<file path="config.mk">
export PLATFORM = sky130hd
export DESIGN_NAME = awd_watch
export DESIGN_NICKNAME = d
export VERILOG_FILES = /design/src/rtl/awd_pkg.sv /design/src/rtl/awd_chan_filter.sv /design/src/rtl/awd_window_cmp.sv /design/src/rtl/awd_flag_ctrl.sv /design/src/rtl/awd_watch.sv
export SDC_FILE = /design/constraint.sdc
export NUM_CORES = 1
export LEC_CHECK = 0
export BUFFER_PORTS_ARGS = -buffer_cell sky130_fd_sc_hd__clkbuf_2
export CORE_UTILIZATION = 39
export DETAILED_ROUTE_END_ITERATION = 12
export HOLD_SLACK_MARGIN = 0.15
export PLACE_DENSITY = 0.84
export SKIP_CTS_REPAIR_TIMING = 1
export SYNTH_ARGS = -nofsm -noshare
export SYNTH_HDL_FRONTEND = slang
export SYNTH_SLANG_ARGS = --single-unit
</file>
<file path="constraint.sdc">
create_clock -name clk -period 3.3 [get_ports clk]
set_input_delay 0.66 -clock clk [delete_from_list [all_inputs] [get_ports clk]]
set_output_delay 0.66 -clock clk [all_outputs]
set_load 0.05 [all_outputs]
</file>
<file path="src/rtl/awd_pkg.sv">
package awd_pkg;

    parameter int DATA_W = 12;
    parameter int CHAN_W = 5;

    typedef struct packed {
        logic              valid;
        logic [CHAN_W-1:0] chan;
        logic [DATA_W-1:0] data;
    } awd_result_t;

    typedef struct packed {
        logic [DATA_W-1:0] hi;
        logic [DATA_W-1:0] lo;
    } awd_band_t;

    typedef enum logic {
        GUARD_ALL = 1'b0,
        GUARD_ONE = 1'b1
    } awd_guard_e;

    function automatic logic outside_band(input logic [DATA_W-1:0] v,
                                          input awd_band_t b);
        return (v > b.hi) || (v < b.lo);
    endfunction

endpackage

</file>
<file path="src/rtl/awd_chan_filter.sv">
module awd_chan_filter
    import awd_pkg::*;
(
    input  awd_result_t       res,
    input  awd_guard_e        mode,
    input  logic [CHAN_W-1:0] sel_chan,
    output logic              take
);
    logic chan_hit;

    always_comb begin
        chan_hit = (res.chan == sel_chan);
        case (mode)
            GUARD_ONE: take = res.valid && chan_hit;
            default:   take = res.valid;
        endcase
    end
endmodule

</file>
<file path="src/rtl/awd_window_cmp.sv">
module awd_window_cmp
    import awd_pkg::*;
(
    input  logic [DATA_W-1:0] value,
    input  awd_band_t         band,
    input  logic              take,
    output logic              excursion
);
    logic out_of_band;

    always_comb begin
        out_of_band = outside_band(value, band);
        excursion   = take && out_of_band;
    end
endmodule

</file>
<file path="src/rtl/awd_flag_ctrl.sv">
module awd_flag_ctrl (
    input  logic clk,
    input  logic rst,
    input  logic excursion,
    input  logic clr,
    input  logic irq_en,
    input  logic scan_active,
    output logic flag,
    output logic irq,
    output logic abort_req
);
    logic flag_q;
    logic abort_q;

    always_ff @(posedge clk) begin
        if (rst) begin
            flag_q  <= 1'b0;
            abort_q <= 1'b0;
        end else begin
            if (excursion)
                flag_q <= 1'b1;
            else if (clr)
                flag_q <= 1'b0;
            abort_q <= excursion && irq_en && scan_active;
        end
    end

    assign flag      = flag_q;
    assign irq       = flag_q && irq_en;
    assign abort_req = abort_q;

    p_set_next_r3: assert property (@(posedge clk) disable iff (rst)
        excursion |=> flag_q);

    p_sticky_r3: assert property (@(posedge clk) disable iff (rst)
        (flag_q && !clr) |=> flag_q);

    p_clear_r10: assert property (@(posedge clk) disable iff (rst)
        (clr && !excursion) |=> !flag_q);

    p_abort_gated_r9: assert property (@(posedge clk) disable iff (rst)
        (!irq_en || !scan_active) |=> !abort_q);

    p_abort_flag_r8: assert property (@(posedge clk) disable iff (rst)
        abort_q |-> flag_q);

    p_irq_flag_r7: assert property (@(posedge clk) disable iff (rst)
        irq |-> flag_q);
endmodule

</file>
<file path="src/rtl/awd_watch.sv">
module awd_watch
    import awd_pkg::*;
(
    input  logic              clk,
    input  logic              rst,
    input  logic              res_valid,
    input  logic [CHAN_W-1:0] res_chan,
    input  logic [DATA_W-1:0] res_data,
    input  logic [DATA_W-1:0] limit_hi,
    input  logic [DATA_W-1:0] limit_lo,
    input  logic              guard_one,
    input  logic [CHAN_W-1:0] guard_chan,
    input  logic              irq_en,
    input  logic              scan_active,
    input  logic              flag_clr,
    output logic              alarm_flag,
    output logic              alarm_irq,
    output logic              scan_abort
);
    awd_result_t res;
    awd_band_t   band;
    awd_guard_e  mode;
    logic        take;
    logic        excursion;

    always_comb begin
        res.valid = res_valid;
        res.chan  = res_chan;
        res.data  = res_data;
        band.hi   = limit_hi;
        band.lo   = limit_lo;
        mode      = guard_one ? GUARD_ONE : GUARD_ALL;
    end

    awd_chan_filter u_filter (
        .res      (res),
        .mode     (mode),
        .sel_chan (guard_chan),
        .take     (take)
    );

    awd_window_cmp u_cmp (
        .value     (res.data),
        .band      (band),
        .take      (take),
        .excursion (excursion)
    );

    awd_flag_ctrl u_flag (
        .clk         (clk),
        .rst         (rst),
        .excursion   (excursion),
        .clr         (flag_clr),
        .irq_en      (irq_en),
        .scan_active (scan_active),
        .flag        (alarm_flag),
        .irq         (alarm_irq),
        .abort_req   (scan_abort)
    );

    p_invalid_ignored_r6: assert property (@(posedge clk) disable iff (rst)
        (!res_valid && !alarm_flag && !flag_clr) |=> (!alarm_flag && !scan_abort));

    p_other_chan_r4: assert property (@(posedge clk) disable iff (rst)
        (guard_one && res_chan != guard_chan && !alarm_flag && !flag_clr)
        |=> (!alarm_flag && !scan_abort));

    p_take_valid_r6: assert property (@(posedge clk) disable iff (rst)
        take |-> res_valid);
endmodule

</file>
## Yosys cells after proc, flatten, opt, wreduce, memory -nomap -nowiden

Cells that the tools add are included.

| storage, ports and cells | value |
|---|---|
| input port bits | 53 |
| flip-flop bits (word level) | 2 |
| output and inout bits | 3 |

| cells by class | value |
|---|---|
| reduce and logical (&&, ||, !) cells | 7 |
| muxes and demuxes | 4 |
| $lt $le $gt $ge | 2 |
| equal/unequal tests | 1 |

Operator list:

| cell | count |
|---|---|
| $gt 12x12->1 | 1 |
| $lt 12x12->1 | 1 |
| $eq 5x5->1 | 1 |
| $logic_and 1x1->1 | 5 |
| $mux 1 | 4 |
| $reduce_bool 2->1 | 1 |
| $logic_or 1x1->1 | 1 |

## Logic depth before layout (Yosys ltp)

| logic depth | value |
|---|---|
| depth after elaboration | 6 |
| mapped depth | 7 |
| mapped depth without buffers | 7 |

## Modules after synthesis

Synthesis repeated with hierarchy kept, for this count alone.

| unflattened totals | value |
|---|---|
| cell total of the unflattened synthesis | 96 |
| area, all modules | 763.2 µm² |

By module, submodules not included:

| module | area an instance (µm²) | instances | cells an instance | seq. area each (µm²) |
|---|---|---|---|---|
| awd_window_cmp | 618.1 | 1 | 80 | 0.0 |
| awd_flag_ctrl | 75.1 | 1 | 7 | 40.0 |
| awd_chan_filter | 70.1 | 1 | 9 | 0.0 |

## Worst setup path before layout

OpenSTA, ideal clock, no wires.

| timing | value |
|---|---|
| path type | input to register |
| start point | input limit_hi[7] |
| end point | register u_flag.flag_q (netlist: u_flag.flag) |
| arrival | 1.713 ns |
| required time | 3.212 ns |
| setup slack | 1.498 ns |
| path buffers | 0 |
| stages | 7 |
| setup time | 0.088 ns |
| cells stage by stage | inv_1 -> ha_1 -> nand2_1 -> o21a_1 -> o21ba_1 -> a31o_2 -> a311oi_2 |

| on the way | value |
|---|---|
| longest elaborated chain between the ends | 4 |
| elaborated cells on any way between the ends | 5 |
| those cells by class | order compare (1); mux (1); reduce/logical (3) |

Ends and longest elaborated chain:

| what | line | source |
|---|---|---|
| from (decl) | awd_watch.sv:9 | `input logic [DATA_W-1:0] limit_hi,` |
| $gt 12x12->1 * | awd_pkg.sv:24 | `return (v > b.hi) \|\| (v < b.lo);` |
| $logic_or 1x1->1 * | awd_pkg.sv:24 |  |
| $logic_and 1x1->1 * | awd_window_cmp.sv:13 | `excursion = take && out_of_band;` |
| $mux 1 or $reduce_bool 2->1 (tied branches) | - |  |
| to (signal assigned) | awd_flag_ctrl.sv:17 | `flag_q <= 1'b0;` |
| to (signal assigned) | awd_flag_ctrl.sv:21 | `flag_q <= 1'b1;` |
| to (signal assigned) | awd_flag_ctrl.sv:23 | `flag_q <= 1'b0;` |
| to (decl) | awd_flag_ctrl.sv:12 | `logic flag_q;` |

Mark *: on every way between the ends. The rest lies on a longest branch, timed or not.
A chain may end at the register's enable or synchronous reset.

## Worst setup path in the final report

| timing | value |
|---|---|
| start point | input res_data[2] |
| end point | register u_flag.flag_q (netlist: u_flag.flag) |

| on the way | value |
|---|---|
| longest elaborated chain between the ends | 4 |
| elaborated cells on any way between the ends | 6 |
| those cells by class | order compare (2); mux (1); reduce/logical (3) |

Ends and longest elaborated chain:

| what | line | source |
|---|---|---|
| from (decl) | awd_watch.sv:8 | `input logic [DATA_W-1:0] res_data,` |
| $gt 12x12->1 or $lt 12x12->1 (tied branches) | awd_pkg.sv:24 |  |
| $logic_or 1x1->1 * | awd_pkg.sv:24 |  |
| $logic_and 1x1->1 * | awd_window_cmp.sv:13 |  |
| $mux 1 or $reduce_bool 2->1 (tied branches) | - |  |

Marked as above.

==> key figures <==
Run status
  • Status: complete, no violations

Synth
  • Post-Synthesis Cells: 99
  • Seq/Total Area, Yosys: 5.52%
  • Synthesized area: 726 um2
  • Synth warn: 0
  • Avg Cell Area, Syn: 7.33 um2
  • Seq cells post-synth: 2
  • Netlist cell types: 26
  • Post-synthesis net count: 175

Hold path
  • Worst Hold Class: flop to flop
  • Hold path depth: 2

Clock network
  • Worst skew pair latency: 220 ps
  • CTS tree: done
  • Clock root cell: clkbuf_4
  • Reg clk slew, reported paths: 30 ps
  • Deepest clock path buffer count: 2
  • Cts bufs inserted: 3
  • H-tree levels: 1
  • TritonCTS Sinks: 2

Critical path
  • Reg2reg path depth: 3
  • CP most frequent cell: o21ai_1
  • Crit path DAT: 1990 ps
  • CP max-delay cell: ha_1
  • Max FO, Critical Path: 2
  • Crit end category: flop
  • Crit start category: primary input
  • CP Cell Sequence: clkbuf_2 > ha_1 > a211oi_1 > o21ai_1 > a21oi_1 > o21ai_1 > a311oi_2
  • CP peak stage delay: 310 ps
  • Worst path required time: 3430 ps
  • Crit path kind: primary input to flop

STA
  • Clk_skew: 0 ps
  • Fin Setup TNS: 0 ps
  • Fmax: 537 MHz
  • RSZ-0062 raised after global routing: no
  • Max-slew violation count: 0
  • Worst Max-Slew Pin Slew: 280 ps
  • Hold slack: 572 ps
  • Tcrit/Tclk final: 56.4%
  • Final hold violations: 0
  • Rel. slew slack: 81.4%
  • Final setup vio count: 0
  • Fin crit period: 1860 ps

GRT
  • Tot GR Track Use: 17.5%
  • Vias in the first global route: 810
  • Largest net degree at the start of global routing: 4
  • Global-route wire length before repair: 2.68 mm
  • Overflow after GRT: 0
  • Initial antenna violation count: 0

Layout
  • Ratio of cells with drive above 1 in the final layout: 38.9%
  • Layout Nets: 235
  • Design Area, Final: 1050 um2
  • Final Util: 61.1%
  • Area grow syn2layout: 45.3%
  • # diodes: 0
  • Most frequent cells in the layout: 55 x clkbuf_2, 25 x inv_1, 23 x ha_1
  • Number of fill cells: 178
  • Commonest non-fill, non-tap cell in the layout: clkbuf_2

Die
  • CORE AREA: 1730 um2
  • Die height: 45.1 um
  • Starting Density: 42.0%
  • Die area: 2040 um2
  • Die width: 45.1 um
  • Io pins: 56
  • FP Rows: 15

Placed design
  • DP Area: 1030 um2
  • RD Place Congestion: 0.803
  • Detailed Place HPWL: 1.65 mm
  • Port bufs: 55

Power and ir drop
  • Tot Pwr: 194 uW
  • Total power per unit cell area: 184 nW/um2
  • Leakage: 0.669 nW
  • Worst VDD drop: 136 uV

Routing
  • Final wirelength: 1.71 mm
  • Drt first pass iters: 4
  • Via count: 867
  • Drt via density: 4.76
  • Drt drc: 0
  • Drt wl/cell: 9.40 um
  • Antenna viol nets, final: 0
  • 1st-iter DRT viols: 7

Run
  • Max-cap violations: 0
worst max-delay path, delay by kind of cell:
| kind | cells | cell delay [ps] |
|---|---|---|
| buffers and inverters | 1 | 100 |
| AO/OA/AOI/OAI | 5 | 920 |
| adder cells (fa/ha/maj) | 1 | 310 |
final cells by class:
type	count	area [um2]	area share, %
multi-input cells	72	592	56.1
repair buffers	55	275	26.1
inverters	25	93.8	8.90
flip-flops and latches	2	40.0	3.80
well taps	25	31.3	2.97
clock buffers	3	22.5	2.14
cells in the mapped netlist:
cell type	count	area share [%]
nor2b_1	2	1.7
nand2b_1	1	0.86
o31ai_2	1	1.7
xor2_1	2	2.4
o21ai_1	2	1.4
nand2_1	5	2.6
o21ai_0	3	2.1
o22ai_1	1	0.86
a21o_1	2	2.1
o21ba_1	1	1.4
a311oi_2	1	2.1
dfxtp_1	2	5.5
o21a_1	1	1.0
a21oi_1	9	6.2
ha_1	23	40
nor4_1	1	0.86
a31o_2	1	1.2
nor2_1	3	1.6
xnor2_1	3	3.6
nor3_1	1	0.69
and2_1	1	0.86
inv_1	25	13
nand3_1	3	2.1
a21boi_1	1	1.0
a211oi_1	1	1.0
nand4_1	3	2.6
per-stage QoR:
stage,instances,setup WS [ps]
floorplan,99,1500
global placement,179,1340
detailed placement,179,1230
CTS,182,1450
global route,182,1340
finish,182,1440
power breakdown:
group          internal, mW  total (mW)  leakage, nW  switching [mW]
registers            0.0254      0.0261       0.0163        0.000670
logic                0.0583       0.114        0.639          0.0561
clock network        0.0400      0.0531       0.0138          0.0131
state kept, by name (all words and copies together) (netlist names):
register,cells
u_flag.flag,1
u_flag.abort_req,1
routing by layer:
layer  routed length [um]  share of wire, %  track usage, %  up-vias
li1                     -                 -               -      454
met1                  661                39            16.1      366
met2                  908                53            36.8       43
met3                  119               7.0            2.00        4
met4                   20               1.2            7.88        0
met5                    0                 0               0        -
cells by family after synthesis:
kind of cell,Yosys count,share of synthesized area (%)
adder cells (fa/ha/maj),23,39.7
flip-flops,2,5.52
buffers and inverters,25,12.9
XOR/XNOR,5,6.04
AND/OR/NAND/NOR,20,13.8
AO/OA/AOI/OAI,24,22.1
path summary, 6_finish.rpt:
kind / startpoint / endpoint / slack [ps]
hold / removal: u_flag.flag$_SDFFE_PP0P_ / u_flag.flag$_SDFFE_PP0P_ / 570
setup reg to reg: u_flag.flag$_SDFFE_PP0P_ / u_flag.flag$_SDFFE_PP0P_ / 2380
hold reg to reg: u_flag.flag$_SDFFE_PP0P_ / u_flag.flag$_SDFFE_PP0P_ / 570
setup / recovery: res_data[2] / u_flag.flag$_SDFFE_PP0P_ / 1440
Note: power is estimated with default switching activity, not from simulation.
